[src/rtl/pic_cmd_pkg.sv]
package pic_cmd_pkg;

   typedef enum logic [1:0] {
      STEP_RUN  = 2'd0,
      STEP_BASE = 2'd1,
      STEP_CASC = 2'd2,
      STEP_MODE = 2'd3
   } init_step_t;

   typedef enum logic [2:0] {
      CMD_RAEOI_CLR = 3'd0,
      CMD_NS_EOI    = 3'd1,
      CMD_NOP       = 3'd2,
      CMD_SP_EOI    = 3'd3,
      CMD_RAEOI_SET = 3'd4,
      CMD_NS_EOI_R  = 3'd5,
      CMD_SET_PRIO  = 3'd6,
      CMD_SP_EOI_R  = 3'd7
   } ocw_cmd_t;

endpackage

[src/rtl/pic_rot_scan.sv]
module pic_rot_scan #(
   parameter int unsigned NUM_LINES = 8,
   localparam int unsigned LW = $clog2(NUM_LINES)
) (
   input  logic [NUM_LINES-1:0] vec_i,
   input  logic [LW-1:0]        base_i,
   output logic                 hit_o,
   output logic [LW-1:0]        line_o
);

   generate
      if ((1 << LW) != NUM_LINES) begin : g_bad_lines
         $error("pic_rot_scan: NUM_LINES must be a power of two");
      end
   endgenerate

   logic [LW-1:0] idx;

   always_comb begin
      hit_o  = |vec_i;
      line_o = '0;
      idx    = '0;
      for (int k = NUM_LINES - 1; k >= 0; k--) begin
         idx = base_i + LW'(k);
         if (vec_i[idx]) line_o = idx;
      end
   end

endmodule

[src/rtl/pic_init_seq.sv]
module pic_init_seq
   import pic_cmd_pkg::*;
#(
   parameter bit ERR_STICKY = 1'b0
) (
   input  logic       clk,
   input  logic       rst_n,
   input  logic       start_i,
   input  logic       odd_wr_i,
   input  logic [4:0] d_hi_i,
   input  logic [1:0] d_lo_i,
   output logic       run_o,
   output logic [7:0] vec_base_o,
   output logic       sfnm_o,
   output logic       aeoi_o,
   output logic       init_o,
   output logic       err_o
);

   init_step_t step_q;
   logic       need_mode_q;
   logic       bad_mode;

   assign bad_mode = d_lo_i[1] | d_hi_i[0];
   assign run_o    = (step_q == STEP_RUN);

   always_ff @(posedge clk or negedge rst_n) begin
      if (!rst_n) begin
         step_q      <= STEP_RUN;
         need_mode_q <= 1'b0;
         vec_base_o  <= '0;
         sfnm_o      <= 1'b0;
         aeoi_o      <= 1'b0;
         init_o      <= 1'b0;
      end else begin
         init_o <= start_i;
         if (start_i) begin
            step_q      <= STEP_BASE;
            need_mode_q <= d_lo_i[0];
            sfnm_o      <= 1'b0;
            aeoi_o      <= 1'b0;
         end else if (odd_wr_i) begin
            unique case (step_q)
               STEP_BASE: begin
                  vec_base_o <= {d_hi_i, 3'b000};
                  step_q     <= STEP_CASC;
               end
               STEP_CASC: step_q <= need_mode_q ? STEP_MODE : STEP_RUN;
               STEP_MODE: begin
                  sfnm_o <= d_hi_i[1];
                  aeoi_o <= d_lo_i[1];
                  step_q <= STEP_RUN;
               end
               default: step_q <= STEP_RUN;
            endcase
         end
      end
   end

   generate
      if (ERR_STICKY) begin : g_err_hold
         always_ff @(posedge clk or negedge rst_n) begin
            if (!rst_n) err_o <= 1'b0;
            else        err_o <= err_o | (start_i & bad_mode);
         end
      end else begin : g_err_pulse
         always_ff @(posedge clk or negedge rst_n) begin
            if (!rst_n) err_o <= 1'b0;
            else        err_o <= start_i & bad_mode;
         end
      end
   endgenerate


   start_enter_chk: assert property (@(posedge clk) disable iff (!rst_n)
      start_i |=> (!run_o && init_o));


   leave_on_odd_chk: assert property (@(posedge clk) disable iff (!rst_n)
      $rose(run_o) |-> $past(odd_wr_i));

endmodule

[src/rtl/pic_ocw_exec.sv]
module pic_ocw_exec
   import pic_cmd_pkg::*;
#(
   parameter int unsigned NUM_LINES = 8,
   localparam int unsigned LW = $clog2(NUM_LINES)
) (
   input  logic                 clk,
   input  logic                 rst_n,
   input  logic                 start_i,
   input  logic                 ocw2_i,
   input  logic                 ocw3_i,
   input  logic                 mask_wr_i,
   input  logic                 poll_rd_i,
   input  logic [2:0]           cmd_i,
   input  logic [2:0]           lo_i,
   input  logic [NUM_LINES-1:0] mask_d_i,
   input  logic [NUM_LINES-1:0] isr_i,
   input  logic [LW-1:0]        prio_off_i,
   output logic [NUM_LINES-1:0] mask_o,
   output logic                 rot_aeoi_o,
   output logic                 spec_mask_o,
   output logic                 read_isr_o,
   output logic                 poll_o,
   output logic                 eoi_o,
   output logic [LW-1:0]        eoi_line_o,
   output logic                 rot_o,
   output logic [LW-1:0]        rot_off_o
);

   logic          scan_hit;
   logic [LW-1:0] scan_line;
   logic [LW-1:0] lo_line;

   assign lo_line = lo_i[LW-1:0];

   pic_rot_scan #(.NUM_LINES(NUM_LINES)) u_scan (
      .vec_i  (isr_i),
      .base_i (prio_off_i),
      .hit_o  (scan_hit),
      .line_o (scan_line)
   );

   always_ff @(posedge clk or negedge rst_n) begin
      if (!rst_n) begin
         mask_o      <= '0;
         rot_aeoi_o  <= 1'b0;
         spec_mask_o <= 1'b0;
         read_isr_o  <= 1'b0;
         poll_o      <= 1'b0;
         eoi_o       <= 1'b0;
         eoi_line_o  <= '0;
         rot_o       <= 1'b0;
         rot_off_o   <= '0;
      end else begin
         eoi_o <= 1'b0;
         rot_o <= 1'b0;
         if (poll_rd_i) poll_o <= 1'b0;
         if (start_i) begin
            mask_o      <= '0;
            rot_aeoi_o  <= 1'b0;
            spec_mask_o <= 1'b0;
            read_isr_o  <= 1'b0;
            poll_o      <= 1'b0;
         end else if (mask_wr_i) begin
            mask_o <= mask_d_i;
         end else if (ocw3_i) begin
            if (lo_i[1]) read_isr_o  <= lo_i[0];
            if (cmd_i[1]) spec_mask_o <= cmd_i[0];
            if (lo_i[2]) poll_o      <= 1'b1;
         end else if (ocw2_i) begin
            unique case (ocw_cmd_t'(cmd_i))
               CMD_RAEOI_CLR, CMD_RAEOI_SET: rot_aeoi_o <= cmd_i[2];
               CMD_NS_EOI, CMD_NS_EOI_R: begin
                  if (scan_hit) begin
                     eoi_o      <= 1'b1;
                     eoi_line_o <= scan_line;
                     rot_o      <= cmd_i[2];
                     rot_off_o  <= scan_line + 1'b1;
                  end
               end
               CMD_SP_EOI, CMD_SP_EOI_R: begin
                  eoi_o      <= 1'b1;
                  eoi_line_o <= lo_line;
                  rot_o      <= cmd_i[2];
                  rot_off_o  <= lo_line + 1'b1;
               end
               CMD_SET_PRIO: begin
                  rot_o     <= 1'b1;
                  rot_off_o <= lo_line + 1'b1;
               end
               default: ;
            endcase
         end
      end
   end


   ns_eoi_hit_chk: assert property (@(posedge clk) disable iff (!rst_n)
      (ocw2_i && cmd_i == 3'd1) |=> (eoi_o == $past(|isr_i) && !rot_o));


   rot_follows_eoi_chk: assert property (@(posedge clk) disable iff (!rst_n)
      (ocw2_i && cmd_i == 3'd5 && |isr_i) |=> (rot_o && eoi_o && rot_off_o == LW'(eoi_line_o + 1'b1)));


   nop_quiet_chk: assert property (@(posedge clk) disable iff (!rst_n)
      (ocw2_i && cmd_i == 3'd2) |=> (!eoi_o && !rot_o));


   poll_disarm_chk: assert property (@(posedge clk) disable iff (!rst_n)
      (poll_rd_i && !ocw3_i) |=> !poll_o);

endmodule

[src/rtl/pic_cmd_port.sv]
module pic_cmd_port #(
   parameter int unsigned NUM_LINES  = 8,
   parameter int unsigned DATA_W     = 8,
   parameter bit          ERR_STICKY = 1'b0,
   localparam int unsigned LW = $clog2(NUM_LINES)
) (
   input  logic                 clk,
   input  logic                 rst_n,
   input  logic                 addr_i,
   input  logic                 wr_i,
   input  logic                 rd_i,
   input  logic [DATA_W-1:0]    wdata_i,
   input  logic [NUM_LINES-1:0] isr_i,
   input  logic [NUM_LINES-1:0] irr_i,
   input  logic [LW-1:0]        prio_off_i,
   input  logic                 req_vld_i,
   input  logic [LW-1:0]        req_line_i,
   output logic [DATA_W-1:0]    rdata_o,
   output logic [NUM_LINES-1:0] mask_o,
   output logic [DATA_W-1:0]    vec_base_o,
   output logic                 in_init_o,
   output logic                 sfnm_o,
   output logic                 aeoi_o,
   output logic                 rot_aeoi_o,
   output logic                 spec_mask_o,
   output logic                 read_isr_o,
   output logic                 init_o,
   output logic                 cfg_err_o,
   output logic                 eoi_o,
   output logic [LW-1:0]        eoi_line_o,
   output logic                 rot_o,
   output logic [LW-1:0]        rot_off_o
);

   generate
      if (NUM_LINES != 8) begin : g_bad_lines
         $error("pic_cmd_port: command encodings assume eight lines");
      end
      if (DATA_W != 8) begin : g_bad_width
         $error("pic_cmd_port: command encodings assume byte data");
      end
   endgenerate

   logic wr_even, wr_odd, start, ocw2, ocw3, run, poll, poll_rd;
   logic [DATA_W-1:0] poll_word;

   assign wr_even = wr_i & ~addr_i;
   assign wr_odd  = wr_i &  addr_i;
   assign start   = wr_even &  wdata_i[4];
   assign ocw3    = wr_even & ~wdata_i[4] &  wdata_i[3];
   assign ocw2    = wr_even & ~wdata_i[4] & ~wdata_i[3];
   assign poll_rd = rd_i & ~addr_i & poll;
   assign in_init_o = ~run;

   pic_init_seq #(.ERR_STICKY(ERR_STICKY)) u_init (
      .clk        (clk),
      .rst_n      (rst_n),
      .start_i    (start),
      .odd_wr_i   (wr_odd),
      .d_hi_i     (wdata_i[7:3]),
      .d_lo_i     (wdata_i[1:0]),
      .run_o      (run),
      .vec_base_o (vec_base_o),
      .sfnm_o     (sfnm_o),
      .aeoi_o     (aeoi_o),
      .init_o     (init_o),
      .err_o      (cfg_err_o)
   );

   pic_ocw_exec #(.NUM_LINES(NUM_LINES)) u_ocw (
      .clk         (clk),
      .rst_n       (rst_n),
      .start_i     (start),
      .ocw2_i      (ocw2),
      .ocw3_i      (ocw3),
      .mask_wr_i   (wr_odd & run),
      .poll_rd_i   (poll_rd),
      .cmd_i       (wdata_i[7:5]),
      .lo_i        (wdata_i[2:0]),
      .mask_d_i    (wdata_i),
      .isr_i       (isr_i),
      .prio_off_i  (prio_off_i),
      .mask_o      (mask_o),
      .rot_aeoi_o  (rot_aeoi_o),
      .spec_mask_o (spec_mask_o),
      .read_isr_o  (read_isr_o),
      .poll_o      (poll),
      .eoi_o       (eoi_o),
      .eoi_line_o  (eoi_line_o),
      .rot_o       (rot_o),
      .rot_off_o   (rot_off_o)
   );

   always_comb begin
      poll_word = '0;
      if (req_vld_i) begin
         poll_word[DATA_W-1] = 1'b1;
         poll_word[LW-1:0]   = req_line_i;
      end
   end

   always_comb begin
      if (!rd_i)            rdata_o = '0;
      else if (addr_i)      rdata_o = mask_o;
      else if (poll)        rdata_o = poll_word;
      else if (read_isr_o)  rdata_o = isr_i;
      else                  rdata_o = irr_i;
   end


   mask_load_chk: assert property (@(posedge clk) disable iff (!rst_n)
      (wr_odd && run) |=> (mask_o == $past(wdata_i)));


   mask_hold_init_chk: assert property (@(posedge clk) disable iff (!rst_n)
      (wr_odd && !run) |=> $stable(mask_o));

endmodule

[config.mk]
export PLATFORM = sky130hd
export DESIGN_NAME = pic_cmd_port
export DESIGN_NICKNAME = d
export VERILOG_FILES = /design/src/rtl/pic_cmd_pkg.sv /design/src/rtl/pic_rot_scan.sv /design/src/rtl/pic_init_seq.sv /design/src/rtl/pic_ocw_exec.sv /design/src/rtl/pic_cmd_port.sv
export SDC_FILE = /design/constraint.sdc
export NUM_CORES = 1
export LEC_CHECK = 0
export BUFFER_PORTS_ARGS = -buffer_cell sky130_fd_sc_hd__buf_2
export CORE_ASPECT_RATIO = 1.5
export CORE_UTILIZATION = 53
export CTS_BUF_LIST = sky130_fd_sc_hd__clkbuf_16
export CTS_CLUSTER_SIZE = 28
export DETAILED_ROUTE_END_ITERATION = 16
export PLACE_DENSITY = 0.86
export SYNTH_ARGS = -nofsm -noshare
export SYNTH_HDL_FRONTEND = slang
export SYNTH_SLANG_ARGS = --single-unit
[constraint.sdc]
create_clock -name clk -period 1.81 [get_ports clk]
set_clock_uncertainty 0.2 [all_clocks]
set_input_delay 0 -clock clk [delete_from_list [all_inputs] [get_ports clk]]
set_output_delay 0 -clock clk [all_outputs]
set_load 0.01 [all_outputs]
==> impl_metrics.ini <==
[sta]
hold_violations = 0
finalCritPeriodShare_pct = 147.4
hold-worst-slack_ns = 0.03355
max_clock_freq_ghz = 0.3747
layout_setup_ws_ns = -0.8586
rsz0062_at_grt = yes
slew_headroom_pct = 51.19
min_period_ns = 2.669
drv_slew = 0
setup_viol = 8
worst_pin_slew_ns = 0.7322

[drt]
vias = 3077
drt-total-wl_mm = 9.087
first_pass_iters = 5
antenna_left = 0
wl_per_cell_um = 18.28
avgViaCountPerCell = 6.191
drc = 0
dr.first_iter.drc_count = 225

[global_routing]
grt_pass1_vias = 3007
grt_pass1_wl_mm = 13.93
grtUsageTotal_pct = 35.26
overflow = 0
antenna_found_initial = 0
grt_max_degree = 33

[final_layout]
area_delta_synth_final_pct = 44.82
drive_gt1_share_pct = 42.69
final_nets = 473
final_util_pct = 80.02
seq_area_sq_um = 802.0
multi_input_area_sq_um = 1765
antenna-diode-count = 0
n_fill_cell = 323

[placed_design]
io_buffers = 72
post-place-ws_ns = -1.254
gp_congestion = 0.9620
dpl.hpwl_mm = 6.273

[setup_path]
arrival_ns = 2.63
crit_top_cell = o21ai_1
max_stage_delay_ns = 0.51
cp-end-kind = flip-flop
critPathSlowestCell = mux4_2
path_buf_inv = 2
crit_fanout = 3
startpoint_type = input pin
path_delay_family = compound AO/OA/AOI/OAI gates
cp.required_ns = 1.77
worstPathCellList = buf_8 > clkinv_4 > ha_4 > mux4_2 > mux2_4 > or2_4 > a2111oi_4 > o21ai_1 > o311ai_2 > o21ai_1 > ha_2 > xor2_1 > a221o_1
crit_type = in -> reg

[power_and_ir_drop]
p_int_w = 0.002231
p_leak_nw = 1.831
sw_frac_of_total_pct = 34.84
p_clk_share_pct = 28.1
p_total_w = 0.003424
p_comb_share_pct = 40.8
power_frac_seq_pct = 31.1
pwr_density_cell_nw_per_um2 = 889.7
vdd.ir_drop.worst_uv = 955.4
power_switching_w = 0.001193

[floorplanning]
die-area_sq_um = 5307
die_w_um = 59.82
num_rows = 31
die_h_um = 88.73
core_area_sq_um = 4810
initial_core_util_pct = 55.25
ioPinCount = 76

[logic_synthesis]
yosysTopAreaCellShare_pct = 30.13
synthFlopType = dfrtp_1
syn_area_sq_um = 2658
ys_types = 54
synth_enable_flop_cells = 0
synth_top_area_cell = dfrtp_1
synth-seq-area-share_pct = 30.13
synthCells = 303
synth-async-reset-ratio_pct = 100.0
yosysWarningCount = 0
ys_top_cells_by_area = dfrtp_1 30%, mux2_2 8.1%, mux4_2 5.9%
syn_area_per_cell_sq_um = 8.771
ys_ff_latch = 32

[run_status]
outcome = complete, but fails checks
violations = setup timing

[worst_hold_path]
hp-class = in -> reg

[clocking]
numCtsBuffers = 5
clockRootBuffer = clkbuf_16
clock_latency_ns = 0.28
htreeDepth = 2
cts_num_sinks = 32
cts.clk_slew.worst_paths_ns = 0.06
cts_tree = done
cts.path.max_buffers = 2

[flow_run]
max_cap_viol_count = 0
-- tightest hold or removal path, cell delays in order --
cell and delay (ns):
buf_2 0.11, buf_4 0.20, o211a_1 0.17
-- cells by family (layout without fill, tap and decap cells) --
logic type	count (synthesis)	count (layout)	share of synthesized area, %
simple gates	92	92	15.35
mux	38	38	19.92
flops	32	32	30.13
compound gates	85	85	22.60
xor+xnor	4	4	1.319
other cells	1	3	0.1411
fa+ha+maj	7	7	3.296
buf+inv	44	170	7.250
-- worst paths after layout --
kind	from	cells after the start	to	slack (ns)
setup reg to reg	u_init.step_q[0]$_DFFE_PN0P_	5	u_ocw.mask_o[6]$_DFFE_PN0P_	0.13
min in group asynchronous	rst_n	2	u_ocw.eoi_line_o[2]$_DFFE_PN0P_	0.13
max in group asynchronous	rst_n	2	u_ocw.read_isr_o$_DFFE_PN0P_	0.77
setup / recovery	prio_off_i[1]	13	u_ocw.rot_off_o[2]$_DFFE_PN0P_	-0.86
hold / removal	wdata_i[6]	3	u_ocw.rot_o$_DFF_PN0_	0.03
hold reg to reg	u_init.vec_base_o[3]$_DFFE_PN0P_	1	u_init.vec_base_o[3]$_DFFE_PN0P_	0.30
-- cell type report --
cell class	count	area share [%]
Multi-Input combinational cell	229	45.87
Inverter	21	2.243
Tap cell	66	2.146
Clock buffer	5	3.251
Sequential cell	32	20.84
Clock inverter	3	1.105
Timing Repair Buffer	141	24.54
-- routing by layer --
| layer | GRT usage (%) | wire (um) |
|---|---|---|
| met1 | 36.80 | 3202 |
| met4 | 24.95 | 498 |
| met2 | 62.02 | 4866 |
| met3 | 6.287 | 519 |
| met5 | 0 | 0 |
-- placed cells by master (no fill, tap or decap), types with 2 or more instances in the layout --
master	n
a21oi_1	11
a21oi_2	2
a221o_1	3
a221oi_1	2
a22o_1	10
a22oi_1	2
a22oi_2	4
a31oi_1	5
a32oi_1	2
buf_2	70
buf_4	51
buf_6	5
clkbuf_16	5
conb_1	3
dfrtp_1	31
dlygate4sd3_1	14
ha_1	5
inv_1	18
mux2_2	17
mux2_4	3
mux2i_1	8
mux4_2	8
nand2_1	30
nand2b_1	2
nand3_1	11
nand4_1	2
nor2_1	31
nor2b_1	6
nor3_1	4
o21ai_0	21
o21ai_1	4
o221ai_2	2
xnor2_1	3
-- sequential cells by signal, indices dropped and copies added, names as in the netlist --
name,count
u_init.aeoi_o,1
u_init.err_o,1
u_init.init_o,1
u_init.need_mode_q,1
u_init.sfnm_o,1
u_init.step_q,2
u_init.vec_base_o,5
u_ocw.eoi_line_o,3
u_ocw.eoi_o,1
u_ocw.mask_o,8
u_ocw.poll_o,1
u_ocw.read_isr_o,1
u_ocw.rot_aeoi_o,1
u_ocw.rot_o,1
u_ocw.rot_off_o,3
u_ocw.spec_mask_o,1
-- power groups by stage --
stage,clock network (W),registers [W],logic [W]
2_1_floorplan,0,0.00110,0.000686
3_3_place_gp,0,0.00104,0.00124
3_5_place_dp,0,0.00105,0.00127
4_1_cts,0.000967,0.00104,0.00134
5_1_grt,0.000986,0.00108,0.00151
6_report,0.000961,0.00107,0.00140
-- timing repair --
item / CTS / global route
endpoints found under the setup margin: 13 / 15
resized for setup: 13 / 13
hold buffers: 14 / 0
pin swaps: 11 / 3
endpoints found under the hold margin: 49 / 0
setup buffers: 4 / 0
-- synthesized netlist by cell type, types with 2 or more instances --
| cell | instances |
|---|---|
| nor2b_1 | 6 |
| a31oi_1 | 6 |
| o21ai_1 | 2 |
| o221ai_1 | 2 |
| buf_4 | 3 |
| a21oi_1 | 13 |
| nand4_1 | 2 |
| a221oi_1 | 3 |
| a22o_1 | 10 |
| mux2i_1 | 9 |
| clkinv_1 | 2 |
| ha_1 | 7 |
| clkbuf_1 | 15 |
| a32oi_1 | 2 |
| buf_1 | 2 |
| mux4_1 | 2 |
| a22oi_1 | 6 |
| inv_1 | 19 |
| nand2b_1 | 2 |
| nor3_1 | 4 |
| o21ai_0 | 23 |
| nor4_1 | 2 |
| nand2_1 | 30 |
| dfrtp_1 | 32 |
| mux4_2 | 7 |
| buf_6 | 2 |
| a221o_1 | 3 |
| nand3_1 | 11 |
| mux2_2 | 19 |
| xnor2_1 | 3 |
| nor2_1 | 31 |
-- stage by stage --
| step | cells | instance area [sq um] | TNS [ns] |
|---|---|---|---|
| finish | 497 | 3849 | -3.096 |
| global route | 497 | 3849 | -3.892 |
| CTS | 497 | 3797 | -3.296 |
| detailed placement | 471 | 3413 | -5.459 |
| global placement | 471 | 3413 | -5.148 |
| floorplan | 305 | 2724 | -4.748 |
No activity file was read; power rests on OpenSTA's default activity.
